[config.mk]
export PLATFORM = sky130hd
export DESIGN_NAME = codec_ctl_bank
export DESIGN_NICKNAME = d
export VERILOG_FILES = /design/src/rtl/codec_ctl_bank.sv
export SDC_FILE = /design/constraint.sdc
export NUM_CORES = 1
export LEC_CHECK = 0
export ABC_AREA = 1
export BUFFER_PORTS_ARGS = -buffer_cell sky130_fd_sc_hd__buf_4
export CORE_MARGIN = 3
export CORE_UTILIZATION = 50
export DETAILED_ROUTE_END_ITERATION = 16
export GPL_TIMING_DRIVEN = 0
export PLACE_DENSITY = 0.76
export SYNTH_ARGS = -nofsm -noshare
export SYNTH_HDL_FRONTEND = slang
export SYNTH_SLANG_ARGS = --single-unit
export TNS_END_PERCENT = 30
[constraint.sdc]
create_clock -name clk -period 1.48 [get_ports clk]
set_clock_uncertainty 0.05 [all_clocks]
set_input_delay 0.148 -clock clk [delete_from_list [all_inputs] [get_ports clk]]
set_output_delay 0.148 -clock clk [all_outputs]
set_load 0.1 [all_outputs]
[src/rtl/codec_ctl_bank.sv]
module codec_ctl_bank #(
  parameter logic [7:0]  MAJOR_REV  = 8'h02,
  parameter logic [7:0]  MINOR_REV  = 8'h00,
  parameter logic [15:0] UNLOCK_KEY = 16'hABBA
) (
  input  logic        clk,
  input  logic        rst_n,
  input  logic        bus_wr,
  input  logic [6:0]  bus_addr,
  input  logic [15:0] bus_wdata,
  output logic [15:0] bus_rdata,
  input  logic        sense_evt,
  input  logic        gpio_evt,
  output logic        irq,
  input  logic        eapd_in,
  output logic        eapd_out,
  output logic        eapd_oe,
  output logic        hpf_bypass
);
  localparam logic [6:0] A_PAGE = 7'h24, A_GPIO = 7'h54, A_REV = 7'h6C, A_SPC = 7'h6E;
  localparam logic [6:0] A_KEYA = 7'h70, A_CUR = 7'h72, A_EAPD = 7'h74;
  localparam logic [6:0] A_KEYB = 7'h76, A_HPF = 7'h78;
  localparam logic [15:0] M_SPC = 16'h1077, M_EAPD = 16'h8807, M_HPF = 16'h0001;

  logic [3:0]  page;
  logic [15:0] r_spc, r_cur, r_eapd, r_hpf;
  logic        unlock_a, unlock_b, sense_pend, gpio_pend;

  wire pg0     = (page == 4'h0);
  wire w_page  = bus_wr && bus_addr == A_PAGE;
  wire w_gpio  = bus_wr && bus_addr == A_GPIO;
  wire clr_s   = w_page && bus_wdata[15];
  wire clr_g   = (clr_s && !r_eapd[2]) || (w_gpio && bus_wdata[15]);
  wire key_ok  = (bus_wdata == UNLOCK_KEY);

  always_ff @(posedge clk) begin
    if (!rst_n) begin
      page       <= '0;
      r_spc      <= 16'h1000;
      r_cur      <= '0;
      r_eapd     <= 16'h0800;
      r_hpf      <= '0;
      unlock_a   <= 1'b0;
      unlock_b   <= 1'b0;
      sense_pend <= 1'b0;
      gpio_pend  <= 1'b0;
    end else begin
      sense_pend <= sense_evt | (sense_pend & ~clr_s);
      gpio_pend  <= gpio_evt  | (gpio_pend  & ~clr_g);
      if (bus_wr) begin
        case (bus_addr)
          A_PAGE: page <= bus_wdata[3:0];
          A_SPC:  if (pg0) r_spc <= bus_wdata & M_SPC;
          A_KEYA: unlock_a <= key_ok;
          A_CUR:  if (unlock_a) begin r_cur <= bus_wdata; unlock_a <= 1'b0; end
          A_EAPD: r_eapd <= bus_wdata & M_EAPD;
          A_KEYB: unlock_b <= key_ok;
          A_HPF:  if (unlock_b) begin r_hpf <= bus_wdata & M_HPF; unlock_b <= 1'b0; end
          default: ;
        endcase
      end
    end
  end

  assign irq        = sense_pend | gpio_pend;
  assign eapd_oe    = r_eapd[11];
  assign eapd_out   = r_eapd[15];
  assign hpf_bypass = r_hpf[0];

  always_comb begin
    case (bus_addr)
      A_PAGE:  bus_rdata = {irq, 11'b0, page};
      A_GPIO:  bus_rdata = {gpio_pend, 15'b0};
      A_REV:   bus_rdata = pg0 ? {MINOR_REV, MAJOR_REV} : 16'h0000;
      A_SPC:   bus_rdata = pg0 ? r_spc : 16'h0000;
      A_CUR:   bus_rdata = r_cur;
      A_EAPD:  bus_rdata = {(eapd_oe ? r_eapd[15] : eapd_in), r_eapd[14:0]};
      A_HPF:   bus_rdata = r_hpf;
      default: bus_rdata = 16'h0000;
    endcase
  end
endmodule


==> flow_summary.yaml <==
run_status:
  status: "finished, violations left"
  violated_checks: "negative setup slack"
layout:
  finalNonFillerCells: 416
  layout_cells_sized_above_1_pct: 29.89
  layout.cells.most_common: "sky130_fd_sc_hd__nand2_1"
  antenna-diode-count: 0
  mostFrequentLayoutCells: "sky130_fd_sc_hd__nand2_1 (85), sky130_fd_sc_hd__nor2_1 (48), sky130_fd_sc_hd__inv_1 (37), sky130_fd_sc_hd__buf_4 (33), sky130_fd_sc_hd__dfxtp_1 (32)"
  finish.instance_area_um2: 2855
  finalNetCount: 396
  layout-area-overhead-vs-synth_pct: 46.47
detailed_routing:
  vias: 2127
  viasPerCell: 5.113
  first_pass_iters: 4
  drt-initial-drc-count: 112
  routed_wl_mm: 5.637
  drc_errors: 0
  route.antenna.remaining_nets: 0
  wl_per_cell_um: 13.55
die:
  die_x_um: 68.44
  die-height_um: 68.44
  starting_density_of_the_core_pct: 52.46
  io-pin-count: 49
  placeableCoreArea_um2: 3716
  die_area_um2: 4684
  row_count: 22
worst_setup_path:
  timing.critical_path.arrival_ps: 1490
  path_max_fanout: 5
  worst_setup_path_end_kind: "primary output"
  critical_path_source_type: "flop"
  worst_ep_required_time_ps: 1280
  worst_setup_path_startpoint: "page[1]"
  regToRegStartpoint: "page[1]"
  critical_path_class: "flop to primary output"
sta:
  maxSlewViolCount: 0
  hold_violations: 0
  maxSlewHeadroom_pct: 61.43
  period_needed_ps: 1693
  grt_setup_unrepaired: "true"
  tightestPinTransition_ps: 578.6
  final-setup-viol-count: 9
  fmax_ghz: 0.5907
  finalWorstSetupSlack_ps: -213.0
  tcrit_tclk_final_pct: 114.4
clock_tree:
  cts-htree-levels: 2
  cts.hold.buffers_added: 0
  clock_tree_from_tritoncts: "yes"
  clk_root_buffer_cell: "sky130_fd_sc_hd__clkbuf_8"
  max_buffers_root_to_sink: 2
  worst_skew_pair.late_latency_ps: 300
  num_cts_buffers: 5
  clock_sink_count: 37
  worst_setup_hold_path_clk_slew_ps: 70
placed_design:
  io_buffers: 47
  place.detailed.instances: 407
  gp_congestion: 0.8071
  dp_hpwl_mm: 3.987
  placedInstanceArea_um2: 2569
global_routing:
  grt_first_pass_wirelength_mm: 8.424
  gr-total-overflow: 0
  grt_util_all_layers_pct: 24.97
  grt_max_degree: 13
  antenna_violations_before_repair: 0
  number_of_global_route_vias_before_repair: 1883
power:
  worst_ir_drop_vdd_v: 0.0006010
  power_density_nw_per_um2: 741.6
  finalPower_mw: 2.118
  pwr-share-comb_pct: 10.8
  clock_power_share_pct: 41.9
  p_leak_nw: 1.302
  switching_share_pct: 25.29
  power_frac_seq_pct: 47.3
  p_switching_mw: 0.5355
  cellInternalPower_mw: 1.582
synthesis:
  ys_seq_area_share_pct: 38.00
  synth-compound-area-share_pct: 10.91
  dominant_combinational_cell_family_by_area_after_synthesis: "simple AND/OR/NAND/NOR gates"
  ys_ff_latch: 37
  synthDistinctLibCells: 25
  yosys_warnings: 0
  synth.net_count: 341
  syn_area_um2: 1949
  synth.mux.area_fraction_pct: 0
  syn_area_per_cell_um2: 6.248
  synthXorXnorAreaFrac_pct: 0
  synthesis.instances: 312
  synthSimpleGateAreaFrac_pct: 39.67
  synth-adder-area-share_pct: 0
worst_hold_path:
  hold_path_startpoint: "bus_wdata[12]"
  class_of_the_tightest_hold_or_removal_check: "input pin to flop"
run:
  max-cap-violations: 0
==> power groups by stage <==
| stage | logic [mW] | registers (mW) | clock network [mW] |
|---|---|---|---|
| 4_1_cts | 0.225 | 1.00 | 0.898 |
| 5_1_grt | 0.249 | 1.00 | 0.928 |
| 2_1_floorplan | 0.112 | 1.03 | 0 |
| 3_3_place_gp | 0.218 | 1.02 | 0 |
| 6_report | 0.229 | 1.00 | 0.887 |
| 3_5_place_dp | 0.221 | 1.02 | 0 |
==> kinds of logic (layout without fill, tap and decap cells) <==
family / Yosys count / after routing
flops: 37 / 37
simple gates: 182 / 182
buf+inv: 54 / 110
compound gates: 39 / 39
==> area by class of cell <==
class / count / area (um2)
fillers: 303 / 860.8
inverters: 46 / 178.9
multi-input cells: 221 / 1214
clock buffers: 6 / 72.57
well taps: 48 / 60.06
repair buffers: 48 / 481.7
flip-flops and latches: 37 / 749.5
clock inverters: 2 / 35.03
plain buffers: 8 / 63.81
==> path summary, 6_finish.rpt <==
path | endpoint | slack [ps] | cells past startpoint
max | bus_rdata[2] | -210 | 6
min | r_cur[12] | 30 | 3
max reg2reg | r_spc[12] | 110 | 6
min reg2reg | r_eapd[0] | 420 | 2
==> through the flow <==
stage          hold WS, ps  setup TNS, ps  utilization [%]  setup slack [ps]
2_1_floorplan        210.5         -442.6                -            -272.6
4_1_cts              26.53          -1288            75.25            -211.7
5_1_grt              37.21          -1889            76.84            -273.5
3_3_place_gp         329.8          -1680            69.12            -278.4
3_5_place_dp         340.1          -1909            69.12            -320.5
6_report             27.82          -1326            76.84            -213.0
==> state kept, by name (all words and copies together), names as in the netlist <==
register / count
r_hpf: 1
gpio_pend: 1
unlock_a: 1
unlock_b: 1
page: 4
r_cur: 16
sense_pend: 1
r_spc: 7
r_eapd: 5
==> cells in the mapped netlist <==
cell type,number,area share [%]
sky130_fd_sc_hd__o21ai_1,3,0.77
sky130_fd_sc_hd__or2_2,1,0.32
sky130_fd_sc_hd__a21oi_1,21,5.4
sky130_fd_sc_hd__o2111a_1,1,0.58
sky130_fd_sc_hd__inv_1,42,8.1
sky130_fd_sc_hd__dfxtp_1,37,38
sky130_fd_sc_hd__clkinv_2,1,0.26
sky130_fd_sc_hd__o211ai_1,1,0.39
sky130_fd_sc_hd__buf_6,2,1.2
sky130_fd_sc_hd__buf_2,3,0.77
sky130_fd_sc_hd__nor2_4,1,0.58
sky130_fd_sc_hd__nand3_2,2,1.0
sky130_fd_sc_hd__nand4_1,3,0.96
sky130_fd_sc_hd__nand2_1,93,18
sky130_fd_sc_hd__o2111ai_1,2,0.90
sky130_fd_sc_hd__nor2_1,56,11
sky130_fd_sc_hd__nor3_2,1,0.51
sky130_fd_sc_hd__nand2_2,2,0.64
sky130_fd_sc_hd__o22ai_1,1,0.32
sky130_fd_sc_hd__o21ai_0,10,2.6
sky130_fd_sc_hd__nor2_2,3,0.96
sky130_fd_sc_hd__inv_2,3,0.58
sky130_fd_sc_hd__clkbuf_1,3,0.58
sky130_fd_sc_hd__nand3_1,19,4.9
sky130_fd_sc_hd__nand4_4,1,1.1
==> repair_timing <==
item | in CTS | in global routing
resized for setup | 30 | 14
setup buffers | 0 | 1
pin swaps | 3 | 6
cloned | 0 | 0
setup endpoints to repair | 11 | 15
==> per-layer routing <==
layer	track usage, %	up-vias	routed length (um)
met5	0	-	0
met4	9.677	0	100
met3	6.404	11	361
met2	39.81	67	2762
met1	31.91	970	2413
li1	-	1079	-
==> critical path: stages (launching register included) <==
cell                        delay [ps]
sky130_fd_sc_hd__dfxtp_2           340
sky130_fd_sc_hd__nor2_4            120
sky130_fd_sc_hd__nand3_4           100
sky130_fd_sc_hd__nor2_4            230
sky130_fd_sc_hd__nand2_2           100
sky130_fd_sc_hd__o2111ai_4          90
sky130_fd_sc_hd__buf_12            210
Note: power is estimated with default switching activity, not from simulation.
